==> config.mk <==
export PLATFORM = sky130hd
export DESIGN_NAME = ctt_capture_trigger
export DESIGN_NICKNAME = d
export VERILOG_FILES = /design/src/rtl/ctt_pkg.sv /design/src/rtl/ctt_edge_detect.sv /design/src/rtl/ctt_src_select.sv /design/src/rtl/ctt_trig_bank.sv /design/src/rtl/ctt_capture_trigger.sv
export SDC_FILE = /design/constraint.sdc
export NUM_CORES = 1
export LEC_CHECK = 0
export ABC_AREA = 1
export CORE_AREA = 5 5 92 94
export CTS_CLUSTER_DIAMETER = 80
export CTS_CLUSTER_SIZE = 14
export DETAILED_ROUTE_END_ITERATION = 6
export DIE_AREA = 0 0 97 99
export PLACE_DENSITY_LB_ADDON = 0.05
export SLEW_MARGIN = 20
export SYNTH_ARGS = -nofsm -noshare
export SYNTH_HDL_FRONTEND = slang
export SYNTH_SLANG_ARGS = --single-unit
==> constraint.sdc <==
create_clock -name clk -period 1.45 [get_ports clk]
set_clock_uncertainty 0.05 [all_clocks]
set_input_delay 0.29 -clock clk [delete_from_list [all_inputs] [get_ports clk]]
set_output_delay 0.29 -clock clk [all_outputs]
set_load 0.02 [all_outputs]
==> src/rtl/ctt_pkg.sv <==
package ctt_pkg;

    localparam int SRC_W   = 3;
    localparam int EVT_NUM = 4;

    typedef enum logic [1:0] {
        ST_IDLE     = 2'd0,
        ST_CAPT     = 2'd1,
        ST_CAPT_ARM = 2'd2,
        ST_WRITE    = 2'd3
    } ctt_state_e;

    localparam logic [SRC_W-1:0] SRC_SW_ONLY = 3'd0;
    localparam logic [SRC_W-1:0] SRC_SYNC    = 3'd1;
    localparam logic [SRC_W-1:0] SRC_FFWD    = 3'd2;
    localparam logic [SRC_W-1:0] SRC_ILIM    = 3'd3;
    localparam logic [SRC_W-1:0] SRC_FLT2    = 3'd4;

endpackage

==> src/rtl/ctt_edge_detect.sv <==
module ctt_edge_detect #(
    parameter int N = 4
) (
    input  logic         clk,
    input  logic         rst_n,
    input  logic [N-1:0] lvl,
    output logic [N-1:0] rise
);

    logic [N-1:0] lvl_q;

    always_ff @(posedge clk) begin
        if (!rst_n) begin
            lvl_q <= '0;
        end else begin
            lvl_q <= lvl;
        end
    end

    for (genvar g = 0; g < N; g++) begin : g_bit
        assign rise[g] = lvl[g] & ~lvl_q[g];
    end

endmodule

==> src/rtl/ctt_src_select.sv <==
module ctt_src_select #(
    parameter int N  = 4,
    parameter int SW = 3
) (
    input  logic [N-1:0]  rise,
    input  logic [SW-1:0] src_sel,
    input  logic          cap_en,
    output logic          hw_req
);

    // Code i+1 selects event bit i; code 0 and codes above N match nothing.
    always_comb begin
        hw_req = 1'b0;
        for (int i = 0; i < N; i++) begin
            if (cap_en && (src_sel == SW'(i + 1))) begin
                hw_req = rise[i];
            end
        end
    end

endmodule

==> src/rtl/ctt_trig_bank.sv <==
module ctt_trig_bank #(
    parameter int CNT_W = 16,
    parameter int NT    = 4,
    parameter int SEL_W = 2
) (
    input  logic                clk,
    input  logic                rst_n,
    input  logic                wr_en,
    input  logic [SEL_W-1:0]    wr_sel,
    input  logic [CNT_W-1:0]    wr_data,
    output logic [NT*CNT_W-1:0] trig_val,
    output logic [NT-1:0]       trig_wr
);

    for (genvar g = 0; g < NT; g++) begin : g_reg
        logic [CNT_W-1:0] val_q;
        logic             hit;

        assign hit = wr_en && (wr_sel == SEL_W'(g));

        always_ff @(posedge clk) begin
            if (!rst_n) begin
                val_q      <= '0;
                trig_wr[g] <= 1'b0;
            end else begin
                trig_wr[g] <= hit;
                if (hit) begin
                    val_q <= wr_data;
                end
            end
        end

        assign trig_val[g*CNT_W +: CNT_W] = val_q;
    end

endmodule

==> src/rtl/ctt_capture_trigger.sv <==
module ctt_capture_trigger
    import ctt_pkg::*;
#(
    parameter int CNT_W    = 16,
    parameter int NUM_TRIG = 4
) (
    input  logic                      clk,
    input  logic                      rst_n,
    input  logic [CNT_W-1:0]          tb_count,
    input  logic [EVT_NUM-1:0]        evt_in,
    input  logic                      sw_cap,
    input  logic                      cap_en,
    input  logic [SRC_W-1:0]          src_sel,
    input  logic                      trig_en,
    input  logic [$clog2(NUM_TRIG)-1:0] trig_sel,
    output logic [CNT_W-1:0]          cap_value,
    output logic                      cap_valid,
    output logic [NUM_TRIG*CNT_W-1:0] trig_val,
    output logic [NUM_TRIG-1:0]       trig_wr
);

    localparam int TSEL_W = $clog2(NUM_TRIG);

    ctt_state_e         state, state_nx;
    logic [EVT_NUM-1:0] evt_rise;
    logic               hw_req;
    logic               cap_req;
    logic               arm_req;
    logic [TSEL_W-1:0]  sel_q;
    logic               xfer_go;
    logic [CNT_W-1:0]   half_val;

    ctt_edge_detect #(.N(EVT_NUM)) u_edge (
        .clk   (clk),
        .rst_n (rst_n),
        .lvl   (evt_in),
        .rise  (evt_rise)
    );

    ctt_src_select #(.N(EVT_NUM), .SW(SRC_W)) u_src (
        .rise    (evt_rise),
        .src_sel (src_sel),
        .cap_en  (cap_en),
        .hw_req  (hw_req)
    );

    assign cap_req = sw_cap | hw_req;
    assign arm_req = cap_en & trig_en;

    // State register
    always_ff @(posedge clk) begin
        if (!rst_n) begin
            state <= ST_IDLE;
        end else begin
            state <= state_nx;
        end
    end

    // Next-state logic
    always_comb begin
        state_nx = ST_IDLE;
        unique case (state)
            ST_IDLE: begin
                if (cap_req) state_nx = arm_req ? ST_CAPT_ARM : ST_CAPT;
                else         state_nx = ST_IDLE;
            end
            ST_CAPT: begin
                if (cap_req) state_nx = arm_req ? ST_CAPT_ARM : ST_CAPT;
                else         state_nx = ST_IDLE;
            end
            ST_CAPT_ARM: begin
                if (cap_req) state_nx = arm_req ? ST_CAPT_ARM : ST_CAPT;
                else         state_nx = ST_WRITE;
            end
            ST_WRITE: begin
                if (cap_req) state_nx = arm_req ? ST_CAPT_ARM : ST_CAPT;
                else         state_nx = ST_IDLE;
            end
        endcase
    end

    // Output and datapath registers
    always_ff @(posedge clk) begin
        if (!rst_n) begin
            cap_value <= '0;
            sel_q     <= '0;
        end else if (cap_req) begin
            cap_value <= tb_count;
            sel_q     <= trig_sel;
        end
    end

    assign cap_valid = (state == ST_CAPT) || (state == ST_CAPT_ARM);
    assign xfer_go   = (state == ST_CAPT_ARM);
    assign half_val  = cap_value >> 1;

    ctt_trig_bank #(.CNT_W(CNT_W), .NT(NUM_TRIG), .SEL_W(TSEL_W)) u_bank (
        .clk      (clk),
        .rst_n    (rst_n),
        .wr_en    (xfer_go),
        .wr_sel   (sel_q),
        .wr_data  (half_val),
        .trig_val (trig_val),
        .trig_wr  (trig_wr)
    );

endmodule

==> results.py <==
metrics = {
    "synthesis": {
        "synth_cell_types": 20,
        "avgSynthCellArea_um2": 7.96,
        "seq_area_frac_synth_pct": 53.4,
        "ys_warn_count": 0,
        "synthTopCellsByArea": "dfxtp_1 (53%), a21oi_1 (11%), o21ai_0 (8.7%)",
        "synth_seq_cells": 88,
        "yosys.area.top_type": "dfxtp_1",
        "synth_top_area_share_pct": 53.4,
        "synthCells": 414,
        "syn_area_mm2": 0.00330,
    },
    "layout": {
        "register_area_mm2": 0.00176,
        "nFillCells": 695,
        "syn2layout_area_growth_pct": 44.4,
        "final_cell_mix": "dfxtp_1 (86), dlygate4sd2_1 (71), a21oi_1 (69)",
        "multi_input_area_mm2": 0.00117,
        "n_antenna_cell": 0,
        "final_core_util_pct": 62.9,
        "drive_gt1_share_pct": 11.7,
        "nNetsFinal": 554,
        "final_common_cell": "dfxtp_1",
        "fin_area_mm2": 0.00476,
    },
    "routing": {
        "vias_per_cell": 4.68,
        "detail_route.wl_per_cell_um": 13.5,
        "final_antenna_net_count": 0,
        "post-route-drc-count": 0,
        "drt_iter0_drc": 169,
        "wirelength_um": 8490,
        "firstDrtPassIters": 5,
        "vias": 2949,
    },
    "clock_network": {
        "clk_pin_slew_ns": 0.08,
        "clk-insertion-delay-late_ns": 0.35,
        "clockRootBuffer": "clkbuf_8",
        "cts_buffers": 9,
        "clock_sinks": 88,
        "cts_tree": "built",
        "clk_path_buf_depth": 2,
        "htreeDepth": 3,
    },
    "worst_hold_path": {
        "hp-start": "evt_in[0]",
        "min_delay_path_depth": 3,
        "hold_end": "u_edge.lvl_q[0]",
        "min_path_type": "input pin to flip-flop",
    },
    "worst_setup_path": {
        "critPathRequiredTime_ns": 1.11,
        "reg2reg_to": "u_bank.g_reg[0].val_q[10]",
        "end_kind": "primary output",
        "regToRegStartpoint": "state[0]",
        "path_common_cell": "inv_2",
        "critPathSlowestCell": "dfxtp_2",
        "start_kind": "flip-flop",
        "rr_worst_depth": 7,
        "cp_cell_sequence": "inv_2 > ha_4 > inv_2 > buf_6",
        "critPathMaxStageDelay_ns": 0.33,
        "crit_family": "flip-flops",
        "reg2reg_slack_ns": 0.13,
        "critPathMaxFanout": 1,
        "critical_path_class": "flip-flop to primary output",
        "critPathArrivalTime_ns": 1.10,
        "path_buf_inv": 3,
    },
    "power_and_ir_drop": {
        "p_sw_share_pct": 27.1,
        "p_int_mw": 3.65,
        "p_comb_share_pct": 15.5,
        "pwr-share-seq_pct": 51.8,
        "p_sw_mw": 1.36,
        "peakVddDrop_mv": 0.580,
        "power_density_mw_per_mm2": 1050,
        "clock_power_share_pct": 32.7,
        "p_leak_nw": 2.30,
    },
    "grt": {
        "grt_antenna_before_repair": 0,
        "grt_pass1_wl_um": 13400,
        "grt_pass1_vias": 2698,
        "track_usage_pct": 17.1,
        "grt_max_degree": 48,
        "grt_overflow": 0,
    },
    "place": {
        "postPlaceCellArea_mm2": 0.00459,
        "dpl.hpwl_um": 5870,
        "numPortBuffers": 110,
        "place.gp.congestion": 0.813,
    },
    "timing": {
        "setup-tns-final_ns": 0,
        "fin_crit_sh_pct": 99.6,
        "whs_ns": 0.123,
        "grt_setup_unrepaired": "yes",
        "fmax_mhz": 693,
        "drv_slew": 0,
        "post-route-min-period_ns": 1.44,
        "setup_violations": 0,
        "hold_violations": 0,
    },
    "job": {
        "max_cap_violations": 0,
    },
    "die": {
        "core_mm2": 0.00757,
        "die_height_um": 99,
        "die_w_um": 97,
        "dieArea_mm2": 0.00960,
        "num_io_pins": 115,
        "start_util_pct": 43.6,
        "rows": 32,
    },
    "outcome": {
        "status": "complete, no violations",
    },
}
## power groups by stage
stage                     Sequential (mW)  Combinational (mW)  Clock [mW]
final                                2.59               0.776        1.64
after detailed placement             2.65               0.806           0
after global placement               2.65               0.797           0
after global routing                 2.61               0.850        1.78
after floorplan                      2.75               0.309           0
after CTS                            2.59               0.752        1.67
## state kept, by name (all words and copies together) (netlist names)
signal          count
u_bank.g.val_q     60
cap_value          16
u_bank.trig_wr      4
u_edge.lvl_q        4
sel_q               2
state               2
## stage by stage
stage | total power [mW] | std cells | setup WS, ns
3_5_place_dp | 3.45 | 612 | -0.258
5_1_grt | 5.24 | 630 | -0.0337
6_report | 5.01 | 630 | 0.00624
3_3_place_gp | 3.44 | 612 | -0.212
2_1_floorplan | 3.06 | 417 | 0.197
4_1_cts | 5.01 | 628 | -0.0433
## cells in the mapped netlist
master,n
dfxtp_1,88
conb_1,1
nor3_2,1
inv_1,63
inv_2,2
buf_6,2
nand3_1,22
o21ai_1,3
ha_1,1
nor4_1,1
clkbuf_1,15
nor2_1,25
buf_2,12
nor3_1,1
a21oi_1,71
nand3_2,1
o21ai_0,57
buf_4,4
a21oi_2,10
nand2_1,34
## per-layer routing
metal	track usage, %	share of wire (%)	wire, um	vias up
li1	-	-	-	1540
met1	24.0	49	4150	1330
met2	24.2	43	3680	74
met3	6.37	6.9	585	5
met4	5.51	0.85	72	0
met5	0	0	0	-
## timing repair
item | in CTS | in global routing
cloned | 0 | 2
gates resized for setup | 90 | 23
hold buffers | 0 | 0
setup endpoints to repair | 81 | 25
setup buffers | 0 | 0
pin swaps | 1 | 7
## area by class of cell
type	instances	area share, %
multi-input cells	231	24.5
well taps	102	2.68
inverters	65	5.12
flip-flops and latches	88	37.1
clock buffers	11	2.76
clock inverters	5	1.21
repair buffers	128	26.7
## kinds of logic after synthesis
logic type | share of synthesized area [%]
AOI/OAI and AO/OA | 22.5
DFF | 53.4
buffers and inverters | 12.5
adders and majority gates | 0.379
and+or+nand+nor | 11.0
other | 0.114
## tightest hold or removal path, stage by stage
cell and delay (ns):
dlymetal6s2s_1 0.10, nand2_1 0.06, inv_1 0.04
## worst max-delay path by stage
stage | startpoint | to | slack [ns] | cells past startpoint
2_1_floorplan | state[0] | u_bank.g_reg[0].val_q[10] | 0.20 | 6
3_5_place_dp | src_sel[0] | cap_value[7] | -0.26 | 9
3_3_place_gp | src_sel[0] | cap_value[3] | -0.21 | 9
5_1_grt | state[0] | cap_valid | -0.03 | 4
6_report | state[0] | cap_valid | 0.006 | 4
4_1_cts | state[0] | cap_valid | -0.04 | 4
Note: power is estimated with default switching activity, not from simulation.
